$ cat src/rtl/sdr_turnaround_seq.sv
module sdr_turnaround_seq #(
  parameter int BA_W = 2,
  parameter int COL_W = 9,
  parameter int BL = 4,
  localparam int KW = (BL > 1) ? $clog2(BL) : 1
) (
  input  logic             clk,
  input  logic             rst_n,
  input  logic             cl3,
  input  logic             guard_en,
  input  logic             req_valid,
  output logic             req_ready,
  input  logic             req_write,
  input  logic [BA_W-1:0]  req_bank,
  input  logic [COL_W-1:0] req_col,
  input  logic [KW-1:0]    req_keep,
  output logic [1:0]       cmd,
  output logic [BA_W-1:0]  cmd_bank,
  output logic [COL_W-1:0] cmd_col,
  output logic             dqm,
  output logic             dq_oe,
  output logic             rd_valid
);
  localparam int D = BL + 3;
  localparam logic [1:0] C_NOP = 2'b00;
  localparam logic [1:0] C_RD  = 2'b01;
  localparam logic [1:0] C_WR  = 2'b10;

  // index j of each vector describes the bus in cycle now+j
  logic [D-1:0] drv_q, want_q, drv_n, want_n;
  logic dqm_n;
  int lat;

  assign lat = cl3 ? 3 : 2;

  wire want_later = |want_q[D-1:1];
  wire drv_later  = |drv_q[D-1:1];
  wire wr_ok = !want_later && !(guard_en && want_q[0]) && (!drv_later || dqm);

  assign req_ready = !req_write || wr_ok;

  wire acc    = req_valid && req_ready;
  wire acc_rd = acc && !req_write;
  wire acc_wr = acc && req_write;
  wire wr_wait = req_valid && req_write && !wr_ok;

  always_comb begin
    drv_n  = drv_q >> 1;
    want_n = want_q >> 1;
    if (acc_wr) begin
      drv_n  = '0;
      want_n = '0;
    end else if (acc_rd) begin
      for (int j = 2; j < D; j++) begin
        if (j >= lat) begin
          drv_n[j]  = (j < lat + BL);
          want_n[j] = (j <= lat + int'(req_keep));
        end
      end
    end
    dqm_n = !acc_wr && !want_n[2] && (drv_n[2] || wr_wait);
  end

  always_ff @(posedge clk) begin
    if (!rst_n) begin
      drv_q    <= '0;
      want_q   <= '0;
      dqm      <= 1'b0;
      dq_oe    <= 1'b0;
      cmd      <= C_NOP;
      cmd_bank <= '0;
      cmd_col  <= '0;
    end else begin
      drv_q  <= drv_n;
      want_q <= want_n;
      dqm    <= dqm_n;
      dq_oe  <= acc_wr;
      cmd    <= acc_rd ? C_RD : (acc_wr ? C_WR : C_NOP);
      if (acc) begin
        cmd_bank <= req_bank;
        cmd_col  <= req_col;
      end
    end
  end

  assign rd_valid = want_q[0];
endmodule

$ cat config.mk
export PLATFORM = sky130hd
export DESIGN_NAME = sdr_turnaround_seq
export DESIGN_NICKNAME = d
export VERILOG_FILES = /design/src/rtl/sdr_turnaround_seq.sv
export SDC_FILE = /design/constraint.sdc
export NUM_CORES = 1
export LEC_CHECK = 0
export BUFFER_PORTS_ARGS = -buffer_cell sky130_fd_sc_hd__clkbuf_2
export CORE_MARGIN = 4
export CORE_UTILIZATION = 55
export CTS_BUF_LIST = sky130_fd_sc_hd__clkbuf_2 sky130_fd_sc_hd__clkbuf_4 sky130_fd_sc_hd__clkbuf_8
export DETAILED_ROUTE_END_ITERATION = 10
export PLACE_DENSITY = 0.89
export REMOVE_ABC_BUFFERS = 1
export SKIP_LAST_GASP = 1
export SYNTH_ARGS = -nofsm -noshare
export SYNTH_HDL_FRONTEND = slang
export SYNTH_SLANG_ARGS = --single-unit
$ cat constraint.sdc
create_clock -name clk -period 3.7 [get_ports clk]
set_input_delay 0.37 -clock clk [delete_from_list [all_inputs] [get_ports clk]]
set_output_delay 0.37 -clock clk [all_outputs]
set_load 0.005 [all_outputs]
Yosys cells after proc, flatten, opt, wreduce, memory -nomap -nowiden. Cells that the tools add are included.

$lt $le $gt $ge: 15. Muxes and demuxes: 15. Reduce and logical (&&, ||, !) cells: 25. Bitwise operators: 3. Add/sub/neg operators: 2.

Operators by type and width (number): $le A3 B32 Y1 const A (2); $le A4 B32 Y1 const A (2); $lt A3 B32 Y1 const A (2); $lt A4 B32 Y1 const A (2); $mux W1 (12); $reduce_or A6 Y1 (2); $logic_and A1 B1 Y1 (10); $ge A3 B2 Y1 const A (3); $mux W4 (2); $logic_not A1 Y1 (7); $add A2 B3 Y4 const B (1); $ge A2 B2 Y1 const A (2); $lt A3 B4 Y1 const A (1); $reduce_or A2 Y1 (2); $reduce_or A4 Y1 (1); $add A2 B2 Y3 (1); $le A3 B3 Y1 const A (1); $logic_or A1 B1 Y1 (3); $not A1 Y1 (3); $mux W2 (1).

Flip-flop bits (word level): 29. Input port bits: 19. Word-level logic and storage cells: 72. Output and inout port bits: 17.

Logic depth before layout (Yosys ltp).
Depth in word-level cells: 12. Gate-level depth with buffers: 6. Depth with buffers taken out: 6.

Worst setup path after synthesis. OpenSTA, ideal clock, no wires.

Path type: register to register. From: register want_q[3]. To: register cmd_bank[1]. Data required time: 3.628 ns. Buffers on the path: 1. Arrival: 1.664 ns. Cell stages (with the launch flop): 6. Library setup time: 0.072 ns. Path slack: 1.965 ns. Cells stage by stage: dfxtp_1 > nor4_2 > nand4_2 > a211oi_4 > buf_6 > mux2i_1.

Longest elaborated chain between the ends: 6.

Ends and longest elaborated chain: start, declared (RTL line 30) `logic [D-1:0] drv_q, want_q, drv_n, want_n;`; start signal, assigned (RTL line 75) `want_q <= want_n;`; $reduce_or A6 Y1 (RTL line 36) `wire want_later = |want_q[D-1:1];`; $logic_not A1 Y1 (RTL line 38) `wire wr_ok = !want_later && !(guard_en && want_q[0]) && (!drv_later || dqm);`; $logic_and A1 B1 Y1 (2 in series) (RTL line 38); $logic_or A1 B1 Y1 (RTL line 40) `assign req_ready = !req_write || wr_ok;`; $logic_and A1 B1 Y1 (RTL line 42) `wire acc = req_valid && req_ready;`; end signal, assigned (RTL line 80) `cmd_bank <= req_bank;`; end, declared (RTL line 18) `output logic [BA_W-1:0] cmd_bank,`.

No other way between the ends. A chain may end at the register's enable or synchronous reset.

Worst setup path in the final report.
From: register want_q[3]. To: register cmd_col[2].

Longest elaborated chain between the ends: 6.

Ends and longest elaborated chain: $reduce_or A6 Y1 (RTL line 36); $logic_not A1 Y1 (RTL line 38); $logic_and A1 B1 Y1 (2 in series) (RTL line 38); $logic_or A1 B1 Y1 (RTL line 40); $logic_and A1 B1 Y1 (RTL line 42); end signal, assigned (RTL line 81) `cmd_col <= req_col;`; end, declared (RTL line 19) `output logic [COL_W-1:0] cmd_col,`.

No other way between the ends.

==> run summary <==
run status = complete, no violations
CTS max path bufs = 2
drt via density = 5.15
power per standard cell area = 463 nW/um2
CTS Buf Count = 3
synth warn = 0
largest net degree at the start of global routing = 32
dpl cells = 178
r2r startpoint = want_q[3]
final setup vio count = 0
Worst R2R Setup Slack = 1.62 ns
effective utilization at floorplan = 60.8%
Min Clock Period, post-route = 2.08 ns
worst hold path depth = 3
Setup Crit Path Kind = flip-flop to flip-flop
first-pass GRT wire length = 3740 um
final WL = 2160 um
Clock Latency Late Sink = 0.32 ns
setup bufs post-CTS = 0
Post-Synth XOR/XNOR Area = 0%
Synth Cell Area = 1110 um2
mean routed wirelength per cell = 11.9 um
Crit Reg-Reg Endpoint = cmd_col[2]
RSZ-0062 raised after global routing = no
DR pass1 iterations = 4
CTS tree = yes
Hold Crit Class = input port to flip-flop
clk sinks = 28
Worst path max stage delay = 0.84 ns
total global routing overflow = 0
largest family of logic cells by synthesized area = simple AND/OR/NAND/NOR gates
Area Growth Syn to Fin = 21.4%
vias in the first global route = 937
Worst VDD drop = 381 uV
clk slew on worst S/H paths = 0.14 ns
Rows = 15
Ports = 36
post-synthesis register bit count = 28
critical-path cell list = nor4_2 -> nand4_2 -> a211oi_4 -> mux2i_1
Final Hold Viols = 0
Critical Path Sink Type = flip-flop
largest delay contributor family on the critical path = compound AO/OA/AOI/OAI gates
Critical path buffers and inverters = 0
Peak Freq = 481 MHz
crit share post-route = 56.2%
distinct cell type count of the synthesized netlist = 27
Post-CTS Resized = 0
vias = 938
Die ar. = 2790 um2
Core Footprint = 1820 um2
leakage power = 0.624 nW
sequential area share after synthesis = 50.7%
ant diodes = 0
layout cells sized above 1 = 26.8%
Die Span Y = 52.8 um
nature of the critical path startpoint = flip-flop
IO Port Bufs = 35
simple logic cell fraction of the synthesized area = 20.5%
Slew Limit Fails = 0
Slew @ Worst Pin = 0.917 ns
GRT Total Usage = 18.2%
setup TNS = 0 ns
synthesized-area fraction occupied by adder cells = 3.39%
DR DRC count = 0
die width = 52.8 um
CP arrival = 2.34 ns
GPL Wtd Cong = 0.783
Gate Count Post-Synth = 122
path depth of the worst reg2reg path = 4
slowest library cell on the worst path = a211oi_4
clock root cell = clkbuf_4
DP Wirelength = 1640 um
post-synthesis mux area share = 9.95%
complex-gate fraction of the synthesized area = 10.4%
hold_buf cts = 0
worst hold start = req_col[3]
Synth Area per Inst = 9.07 um2
Worst Hold Path EP = cmd_col[3]
max_slew headroom = 38.7%
Critical Path RT = 3.96 ns
non-filler instance count after layout = 182
initial antenna violation count = 0
Crit Path Max Fanout = 17
maxcap violations = 0
Clock Skew = 0.00378 ns
DRT iter0 DRCs = 7
post-route ant nets = 0
H-tree Lvls = 1
# nets final = 180
-- per-layer routing --
metal / global-route usage (%) / wire [um]
met1: 19.8 / 935
met2: 33.7 / 1040
met3: 2.85 / 156
met4: 8.51 / 32
met5: 0 / 0
-- worst reg2reg max path, stage by stage, from the launching register on --
cell and delay [ns]:
dfxtp_1 0.34, nor4_2 0.30, nand4_2 0.23, a211oi_4 0.84, mux2i_1 0.29
-- layout by cell type, fill, tap and decap left out, types with 2 or more instances in the layout --
cell type	count
inv_1	9
clkbuf_4	3
mux2i_1	11
nor3_1	2
nand2_1	30
clkbuf_2	35
o22ai_1	2
o21ai_0	5
dfxtp_1	28
a21oi_1	4
ha_1	3
nor2_1	9
-- cells in the mapped netlist (all sizes together) --
cell | instances | share of area (%)
nor3 | 2 | 0.91
buf | 1 | 1.0
o22ai | 2 | 1.1
inv | 9 | 3.1
nand3 | 1 | 0.45
clkbuf | 3 | 1.0
dfxtp | 28 | 51
nor2 | 9 | 3.1
and2 | 1 | 0.57
a21oi | 4 | 1.8
nand3b | 1 | 0.68
o31ai | 1 | 0.68
o21ai | 5 | 2.3
o2bb2ai | 1 | 0.79
o21bai | 1 | 0.68
nor4 | 2 | 1.7
ha | 3 | 3.4
nand2b | 1 | 0.57
nand2 | 30 | 10
nor3b | 1 | 0.68
nor2b | 1 | 0.57
a211oi | 2 | 2.5
mux2i | 11 | 10
a31oi | 1 | 0.57
nand4 | 1 | 1.1
-- report_power, final --
part           internal [mW]  total [mW]  leakage [nW]  switching (mW)
combinational         0.0437      0.0968         0.367          0.0531
clock                  0.110       0.193        0.0279          0.0838
sequential             0.321       0.331         0.229          0.0103
total                  0.474       0.622         0.624           0.147
-- state kept, by name, summed over array words and instances, names as in the netlist --
name      flops
drv_q         6
want_q        7
dq_oe         1
cmd_bank      2
cmd_col       9
cmd           2
dqm           1
-- worst max-delay path by stage --
| stage | startpoint | to | cells after the start |
|---|---|---|---|
| 3_3_place_gp | want_q[3] | drv_q[4] | 4 |
| 4_1_cts | want_q[3] | cmd_col[2] | 4 |
| 2_1_floorplan | want_q[3] | drv_q[3] | 4 |
| 6_report | want_q[3] | cmd_col[2] | 4 |
| 3_5_place_dp | want_q[3] | cmd_col[2] | 4 |
| 5_1_grt | want_q[3] | drv_q[4] | 4 |
-- cell families after synthesis --
| group | Yosys count |
|---|---|
| buf+inv | 13 |
| compound gates | 17 |
| simple gates | 50 |
| mux | 11 |
| fa+ha+maj | 3 |
| flops | 28 |
-- metrics by stage --
step | setup WS [ns] | hold WS (ns) | util (%) | area (um2) | total power [mW]
6_report | 1.62 | 0.250 | 73.7 | 1340 | 0.622
5_1_grt | 1.41 | 0.250 | 73.7 | 1340 | 0.655
4_1_cts | 1.58 | 0.241 | 73.7 | 1340 | 0.628
3_5_place_dp | 1.62 | 0.422 | 70.9 | 1290 | 0.435
3_3_place_gp | 1.71 | 0.416 | 70.9 | 1290 | 0.430
2_1_floorplan | 1.89 | 0.409 | - | 1080 | 0.394
-- final cells by class --
class | count | area [um2]
clock inverter | 1 | 30.0
timing repair buffer | 35 | 175
tap | 25 | 31.3
fill | 144 | 478
sequential | 28 | 561
clock buffer | 3 | 22.5
multi-input combinational | 81 | 489
inverter | 9 | 33.8
Note: power is estimated with default switching activity, not from simulation.
